`src/rtl/sckgen_pkg.sv`:
```
`timescale 1ns/1ps
package sckgen_pkg;
    localparam int          DIV_W     = 8;
    localparam int          BITS_W    = 5;
    localparam int          EDGE_W    = BITS_W + 1;
    localparam logic [DIV_W-1:0] DIV_RESET = 8'd4;
    localparam logic [DIV_W-1:0] DIV_MIN   = 8'd2;

    function automatic logic div_is_legal(input logic [DIV_W-1:0] v);
        return v >= DIV_MIN;
    endfunction
endpackage

```
`src/rtl/sckgen_divreg.sv`:
```
`timescale 1ns/1ps
module sckgen_divreg
    import sckgen_pkg::*;
#(
    parameter int                 W     = DIV_W,
    parameter logic [W-1:0]       RST_V = DIV_RESET
) (
    input  logic         clk,
    input  logic         rst_n,
    input  logic         wr,
    input  logic [W-1:0] wdata,
    output logic [W-1:0] div,
    output logic         legal
);
    typedef struct packed {
        logic [W-1:0] val;
        logic         ok;
    } divreg_t;

    divreg_t d, q;

    always_comb begin
        d = q;
        if (wr) begin
            d.val = wdata;
            d.ok  = wdata >= W'(DIV_MIN);
        end
    end

    always_ff @(posedge clk) begin
        if (!rst_n) begin
            q.val <= RST_V;
            q.ok  <= RST_V >= W'(DIV_MIN);
        end else begin
            q <= d;
        end
    end

    assign div   = q.val;
    assign legal = q.ok;

    // a write of an illegal value must be reflected in the legal flag next cycle
    assert_legal_tracks_R5: assert property (@(posedge clk) disable iff (!rst_n)
        wr |=> (legal == (div >= W'(DIV_MIN))));
endmodule

```
`src/rtl/sckgen_halfcnt.sv`:
```
`timescale 1ns/1ps
module sckgen_halfcnt
    import sckgen_pkg::*;
#(
    parameter int W = DIV_W
) (
    input  logic         clk,
    input  logic         rst_n,
    input  logic         load,
    input  logic         run,
    input  logic [W-1:0] div,
    output logic         tick
);
    typedef struct packed {
        logic [W-1:0] cnt;
    } halfcnt_t;

    halfcnt_t d, q;

    assign tick = run && (q.cnt == W'(1));

    always_comb begin
        d = q;
        if (load) begin
            d.cnt = div;
        end else if (run) begin
            if (tick) d.cnt = div;
            else      d.cnt = q.cnt - W'(1);
        end
    end

    always_ff @(posedge clk) begin
        if (!rst_n) q.cnt <= '0;
        else        q <= d;
    end

    // a running half-period counter never sits at zero
    assert_cnt_nonzero_R2: assert property (@(posedge clk) disable iff (!rst_n)
        (run && !load && $past(load)) |-> (q.cnt != '0));
endmodule

```
`src/rtl/sckgen_ctrl.sv`:
```
`timescale 1ns/1ps
module sckgen_ctrl
    import sckgen_pkg::*;
#(
    parameter int BW = BITS_W,
    localparam int EW = BW + 1
) (
    input  logic          clk,
    input  logic          rst_n,
    input  logic          en_set,
    input  logic          legal,
    input  logic          cpol,
    input  logic          mode_fault,
    input  logic          req,
    input  logic [BW-1:0] bits,
    input  logic          tick,
    output logic          start,
    output logic          busy,
    output logic          en,
    output logic          sck,
    output logic          ack,
    output logic          done
);
    typedef struct packed {
        logic          en;
        logic          busy;
        logic          sck;
        logic          ack;
        logic          done;
        logic [EW-1:0] edges;
    } ctrl_t;

    ctrl_t d, q;
    logic  seen_q;

    always_comb begin
        d      = q;
        d.ack  = 1'b0;
        d.done = 1'b0;
        start  = 1'b0;
        if (!q.busy) d.sck = cpol;
        if (en_set && legal) d.en = 1'b1;
        if (!legal) d.en = 1'b0;

        if (mode_fault) begin
            d.en   = 1'b0;
            d.busy = 1'b0;
            d.sck  = cpol;
        end else if (q.busy) begin
            if (!legal) begin
                d.busy = 1'b0;
                d.sck  = cpol;
            end else if (tick) begin
                d.sck   = ~q.sck;
                d.edges = q.edges - EW'(1);
                if (q.edges == EW'(1)) begin
                    d.busy = 1'b0;
                    d.en   = 1'b0;
                    d.done = 1'b1;
                end
            end
        end else if (q.en && legal && req && (bits != '0)) begin
            start   = 1'b1;
            d.busy  = 1'b1;
            d.ack   = 1'b1;
            d.sck   = q.sck;
            d.edges = {bits, 1'b0};
        end
    end

    always_ff @(posedge clk) begin
        if (!rst_n) begin
            q      <= '0;
            seen_q <= 1'b0;
        end else begin
            q      <= d;
            seen_q <= 1'b1;
        end
    end

    assign busy = q.busy;
    assign en   = q.en;
    assign sck  = q.sck;
    assign ack  = q.ack;
    assign done = q.done;

    // done is a single-cycle pulse
    assert_done_pulse_R3: assert property (@(posedge clk) disable iff (!rst_n)
        done |=> !done);
    // enable is low whenever done is reported
    assert_done_drops_en_R4: assert property (@(posedge clk) disable iff (!rst_n)
        done |-> !en);
    // enable only rises while the divisor was legal
    assert_enable_needs_legal_R5: assert property (@(posedge clk) disable iff (!rst_n)
        $rose(en) |-> $past(legal));
    // a fault clears enable on the next cycle and suppresses done
    assert_fault_clears_R7: assert property (@(posedge clk) disable iff (!rst_n)
        mode_fault |=> (!en && !done));
    // idle clock follows polarity with one cycle of delay
    assert_idle_level_R8: assert property (@(posedge clk) disable iff (!rst_n)
        (seen_q && !busy && !$past(busy)) |-> (sck == $past(cpol)));
    // an acknowledge only follows an enabled, idle state
    assert_ack_gated_R9: assert property (@(posedge clk) disable iff (!rst_n)
        ack |-> ($past(en) && !$past(busy) && busy));
endmodule

```
`src/rtl/sckgen_top.sv`:
```
`timescale 1ns/1ps
module sckgen_top
    import sckgen_pkg::*;
(
    input  logic              clk,
    input  logic              rst_n,
    input  logic              div_wr,
    input  logic [DIV_W-1:0]  div_wdata,
    input  logic              en_set,
    input  logic              cpol,
    input  logic              mode_fault,
    input  logic              xfer_req,
    input  logic [BITS_W-1:0] xfer_bits,
    output logic              xfer_ack,
    output logic              enable,
    output logic              sck,
    output logic              done
);
    logic [DIV_W-1:0] div_val;
    logic             div_ok;
    logic             start;
    logic             busy;
    logic             tick;

    sckgen_divreg #(.W(DIV_W), .RST_V(DIV_RESET)) u_divreg (
        .clk   (clk),
        .rst_n (rst_n),
        .wr    (div_wr),
        .wdata (div_wdata),
        .div   (div_val),
        .legal (div_ok)
    );

    sckgen_halfcnt #(.W(DIV_W)) u_halfcnt (
        .clk   (clk),
        .rst_n (rst_n),
        .load  (start),
        .run   (busy),
        .div   (div_val),
        .tick  (tick)
    );

    sckgen_ctrl #(.BW(BITS_W)) u_ctrl (
        .clk        (clk),
        .rst_n      (rst_n),
        .en_set     (en_set),
        .legal      (div_ok),
        .cpol       (cpol),
        .mode_fault (mode_fault),
        .req        (xfer_req),
        .bits       (xfer_bits),
        .tick       (tick),
        .start      (start),
        .busy       (busy),
        .en         (enable),
        .sck        (sck),
        .ack        (xfer_ack),
        .done       (done)
    );
endmodule

```
`config.mk`:
```
export PLATFORM = sky130hd
export DESIGN_NAME = sckgen_top
export DESIGN_NICKNAME = d
export VERILOG_FILES = /design/src/rtl/sckgen_pkg.sv /design/src/rtl/sckgen_divreg.sv /design/src/rtl/sckgen_halfcnt.sv /design/src/rtl/sckgen_ctrl.sv /design/src/rtl/sckgen_top.sv
export SDC_FILE = /design/constraint.sdc
export NUM_CORES = 1
export LEC_CHECK = 0
export ABC_AREA = 1
export BUFFER_PORTS_ARGS = -buffer_cell sky130_fd_sc_hd__clkbuf_2
export CAP_MARGIN = 20
export CELL_PAD_IN_SITES_DETAIL_PLACEMENT = 1
export CELL_PAD_IN_SITES_GLOBAL_PLACEMENT = 1
export CORE_ASPECT_RATIO = 1.25
export CORE_MARGIN = 5
export CORE_UTILIZATION = 40
export DETAILED_ROUTE_END_ITERATION = 10
export HOLD_SLACK_MARGIN = 0.03
export PLACE_DENSITY = 0.9
export SYNTH_ARGS = -nofsm -noshare
export SYNTH_HDL_FRONTEND = slang
export SYNTH_HIERARCHICAL = 1
export SYNTH_SLANG_ARGS = --single-unit
export TNS_END_PERCENT = 100
```
`constraint.sdc`:
```
create_clock -name clk -period 2.4 [get_ports clk]
set_input_delay 0.12 -clock clk [delete_from_list [all_inputs] [get_ports clk]]
set_output_delay 0.12 -clock clk [all_outputs]
set_load 0.03 [all_outputs]
```
# ---- Word level (Yosys, flattened, before mapping)
# Cells that the tools add are included.
dict set report totals {
  reg_bits 28
  latchBits 0
  ram_bits 0
  rom_bits 0
  inputBits 20
  word_cells 57
  memories 0
}
dict set report classes {
  addsub 2
  multipliers 0
  n_div 0
  order_cmp 1
  n_eq_ne 5
  shifts 0
  muxes 22
  bitwise_logic 6
  n_reduce_logical 12
}
# op n
set op_table {}
lappend op_table {{two-way mux 6 bit} 4}
lappend op_table {{two-way mux 8 bit} 3}
lappend op_table {{two-way mux 1 bit} 10}
lappend op_table {{== test 8 x 1 -> 1 bit (second input constant)} 1}
lappend op_table {{greater-or-equal comparator 8 x 2 -> 1 bit (second input constant)} 1}
lappend op_table {{subtractor 8 x 1 -> 8 bit (second input constant)} 1}
lappend op_table {{== test 6 x 1 -> 1 bit (second input constant)} 1}
lappend op_table {{two-way mux 2 bit} 3}
lappend op_table {{two-way mux 3 bit} 2}
lappend op_table {{NOT 1 bit} 6}
lappend op_table {{subtractor 6 x 1 -> 6 bit (second input constant)} 1}
lappend op_table {{logical AND 1 bit} 5}
lappend op_table {{nonzero test 5 bit} 1}
lappend op_table {{OR reduction 5 bit} 1}
lappend op_table {{!= test 2 bit (second input constant)} 2}
lappend op_table {{AND reduction 4 bit} 1}
lappend op_table {{nonzero test 2 bit} 2}
lappend op_table {{!= test 3 x 2 -> 1 bit (second input constant)} 1}
lappend op_table {{OR reduction 3 bit} 1}
lappend op_table {{OR reduction 2 bit} 1}

# ---- Longest topological paths before layout
dict set report logic_depth {
  ltp_word 8
  ltp_mapped 12
}

# ---- Modules after synthesis
# The synthesis kept the hierarchy.
# mod n_inst cells_per_inst area_each_um2
set by_module_without_submodules {}
lappend by_module_without_submodules {sckgen_ctrl 1 89 664.4}
lappend by_module_without_submodules {sckgen_halfcnt 1 99 604.3}
lappend by_module_without_submodules {sckgen_divreg 1 44 332.8}

# ---- Least setup slack after synthesis
# No wires, ideal clock.
dict set report synth_timing {
  kind {register -> register}
  startpoint {reg u_ctrl.q (netlist bit u_ctrl/busy)}
  endpoint {reg u_halfcnt/q[5] (netlist bit)}
  setup_time_ps 120
  arrival_ps 1333
  required_ps 2280
  setup_slack_ps 947
  path_stages_with_launch 11
  path_buffers 1
  period_less_slack_ps 1453
  path_cell_list {dfxtp_1 -> buf_6 -> inv_8 -> nand3_4 -> nor2_4 -> nand2_4 -> inv_1 -> nor2_2 -> inv_2 -> o21ai_0 -> a21oi_1}
}
# item line
set synth_lines {}
lappend synth_lines {{start: declaration} sckgen_ctrl.sv:33} ;# ctrl_t d, q;
lappend synth_lines {{start signal: assignment} sckgen_ctrl.sv:73} ;# q <= '0;
lappend synth_lines {{start signal: assignment} sckgen_ctrl.sv:76} ;# q <= d;
lappend synth_lines {{two-way mux 1 bit (*)} sckgen_ctrl.sv:49} ;# end else if (q.busy) begin
lappend synth_lines {{two-way mux 1 bit (*)} sckgen_ctrl.sv:45} ;# if (mode_fault) begin
lappend synth_lines {{net start} sckgen_top.sv:21} ;# logic start;
lappend synth_lines {{two-way mux 8 bit / nonzero test 2 bit (equally long branches)} --}
lappend synth_lines {{end: declaration} sckgen_halfcnt.sv:18} ;# halfcnt_t d, q;
# Mark *: on every way through the listed nets, which the timed path passes. The rest lies on a longest branch. The select of a mux whose other input is x is not followed.
# A chain may end at the register's enable or synchronous reset.

# ---- Worst setup path in the final report
dict set report layout_timing {
  startpoint {reg u_ctrl.q (netlist bit u_ctrl/busy)}
  endpoint {reg u_halfcnt/q[7] (netlist bit)}
}
# The elaborated chain is that of the path after synthesis.

==> flow_metrics.tcl <==
set metrics [dict create \
    dp.final_hpwl_um 3532 \
    layout.nets 282 \
    netlist_top_cells_count "nand2_1 (46), nor2_1 (33), dfxtp_1 (28)" \
    dp.cells 307 \
    port_buffers 23 \
    drtIter0Drc 43 \
    drive_gt1_share_pct 20.23 \
    initial_core_util_pct 41.97 \
    syn_nets 256 \
    register_area_um2 560.5 \
    ys_ff_latch 28 \
    grt_pass1_vias 1757 \
    power_density_nw_per_um2 562.1 \
    whs_ns 0.07211 \
    rows 25 \
    postCtsSetupBuffers 0 \
    die_width_um 66.60 \
    worst_pin_slew_ns 0.4830 \
    crit_fanout 10 \
    endpoint_kind "register" \
    clock.fmax_mhz 511.7 \
    die_area_um2 5377 \
    path_cells "inv_8 -> nand3_4 -> nor2_4 -> nand2_4 -> inv_1 -> nor2_2 -> inv_2 -> o21ai_0 -> a21oi_1" \
    peakVddDrop_v 0.0002583 \
    grt_max_degree 21 \
    coreArea_um2 3816 \
    grt_usage_pct 19.08 \
    rsz0062_at_grt "false" \
    syn2layout_area_growth_pct 14.45 \
    synth_area_leaders "dfxtp_1 (35%), nand2_1 (11%), nor2_1 (7.7%), inv_1 (6.3%), nand3_1 (5.6%)" \
    maxSlewViolCount 0 \
    dieHeight_um 80.75 \
    fin_crit_sh_pct 81.42 \
    multi_input_area_um2 878.3 \
    synth_edf_count 0 \
    synth_top_area_share_pct 35.00 \
    cts_sinks 28 \
    setup_tns_ns 0 \
    clk_path_buf_depth 2 \
    finalSetupViolCount 0 \
    firstDrtPassIters 4 \
    critical_path_class "register to register" \
    cts_tree "built" \
    place.gp.congestion 0.8778 \
    ys_types 27 \
    cap_violations 0 \
    yosysMostFrequentCell "nand2_1" \
    vias_per_cell 5.042 \
    relSlewSlack_pct 67.75 \
    crit_path_top_delay_cell "dfxtp_1" \
    arrival_ns 2.11 \
    synthFlopType "dfxtp_1" \
    cp.required_ns 2.56 \
    synth_largest_area_cell "dfxtp_1" \
    final_util_pct 48.03 \
    p_leak_uw 0.0009066 \
    diodes 0 \
    status "complete, no violations" \
    cts_resized 0 \
    yosys_warnings 6 \
    syn_avg_cell_area_um2 6.903 \
    drc_errors 0 \
    worst_setup_path_start_kind "register" \
    ios 24 \
    cts_hold_buf 0 \
    grt_first_pass_wirelength_um 7810 \
    clk_latency_ns 0.28 \
    timing.final.crit_period_ns 1.954 \
    routed_wl_um 4523 \
    h-tree-depth 1 \
    fin_skew_ns 0.006019 \
    final_cells 311 \
    critPathMaxStageDelay_ns 0.64 \
    hp-class "input pin to register" \
    gr-total-overflow 0 \
    postSynthCellCount 232 \
    vias 1568 \
    cts_root_buf "clkbuf_8" \
    netlist_area_um2 1602 \
    antenna_found_initial 0 \
    hold_violations 0 \
    path_clk_slew_ns 0.10 \
    wl_per_cell_um 14.54 \
    nFillCells 539 \
    cts_buffers 3 \
    ant_nets 0 \
    async_flop_share_pct 0 \
    ys_seq_area_share_pct 35.00 \
]
[cell usage in the layout (no fill, tap or decap), types with 3 or more instances in the layout]
cell type  instances
clkbuf_8           3
inv_2              5
inv_1             27
nand2_1           46
nand3_1           18
clkbuf_2          23
o21ai_0           15
nand2_4            4
a21oi_1           17
nor2_4             3
dfxtp_1           28
o21ai_1            4
nand2_2            4
xor2_1             5
ha_1               4
nor2_2             4
nor2_1            33
[worst max-delay path, delay by kind of cell, from the launching register on]
kind	cells	cell delay [ns]
compound gates	2	0.39
simple gates	4	0.50
buf+inv	3	0.31
flops	1	0.64
[routing by layer]
layer	wire length, µm	up-vias	global-route usage [%]	part of all wire (%)
li1	-	788	-	-
met1	1735	757	18.28	38
met2	2662	17	39.58	59
met3	64	6	2.351	1.4
met4	61	0	7.317	1.3
met5	0	-	0	0
[flip-flops by register name, summed over array words and instances, names as in the netlist]
name	count
u_ctrl/q	6
u_halfcnt/q	8
u_divreg/div	8
u_ctrl/ack	1
u_ctrl/en	1
u_ctrl/busy	1
u_ctrl/sck	1
u_divreg/legal	1
u_ctrl/done	1
[area by class of cell]
cell class	instances	area share (%)
clock buffer	3	2.253
clock inverter	1	1.638
inverter	34	7.645
multi-input combinational	168	47.92
sequential	28	30.58
tap	54	3.686
timing repair buffer	23	6.280
[cell families after synthesis]
logic type	after synthesis	share of synthesized area, %
adders and majority gates	4	3.125
DFF	28	35.00
and+or+nand+nor	118	35.23
xor gates and xnor gates	5	2.734
buffers and inverters	36	10.16
AOI/OAI and AO/OA	40	13.13
muxes	1	0.6250
[path summary, 6_finish.rpt]
kind,cells after the start,to,slack (ns),start
worst min register to register,2,u_ctrl/q[5],0.49,u_ctrl/q[5]
worst max-delay path,9,u_halfcnt/q[7],0.45,u_ctrl/busy
worst max register to register,9,u_halfcnt/q[7],0.45,u_ctrl/busy
worst min-delay path,3,u_divreg/div[0],0.07,div_wdata[0]
[per-stage QoR]
step	setup slack (ns)	instance area [µm²]	total power (µW)
CTS	0.4526	1833	1035
detailed placement	0.5976	1762	661.5
finish	0.4458	1833	1030
global placement	0.7176	1762	653.9
floorplan	0.9470	1602	608.5
global route	0.2882	1833	1078
[power breakdown]
group	switching, µW	leakage [µW]	total [µW]	internal, µW
logic	99.0	0.000642	155	56.1
registers	15.4	0.000229	499	484
clock network	153	0.0000357	376	223
No activity file was read; power rests on OpenSTA's default activity.
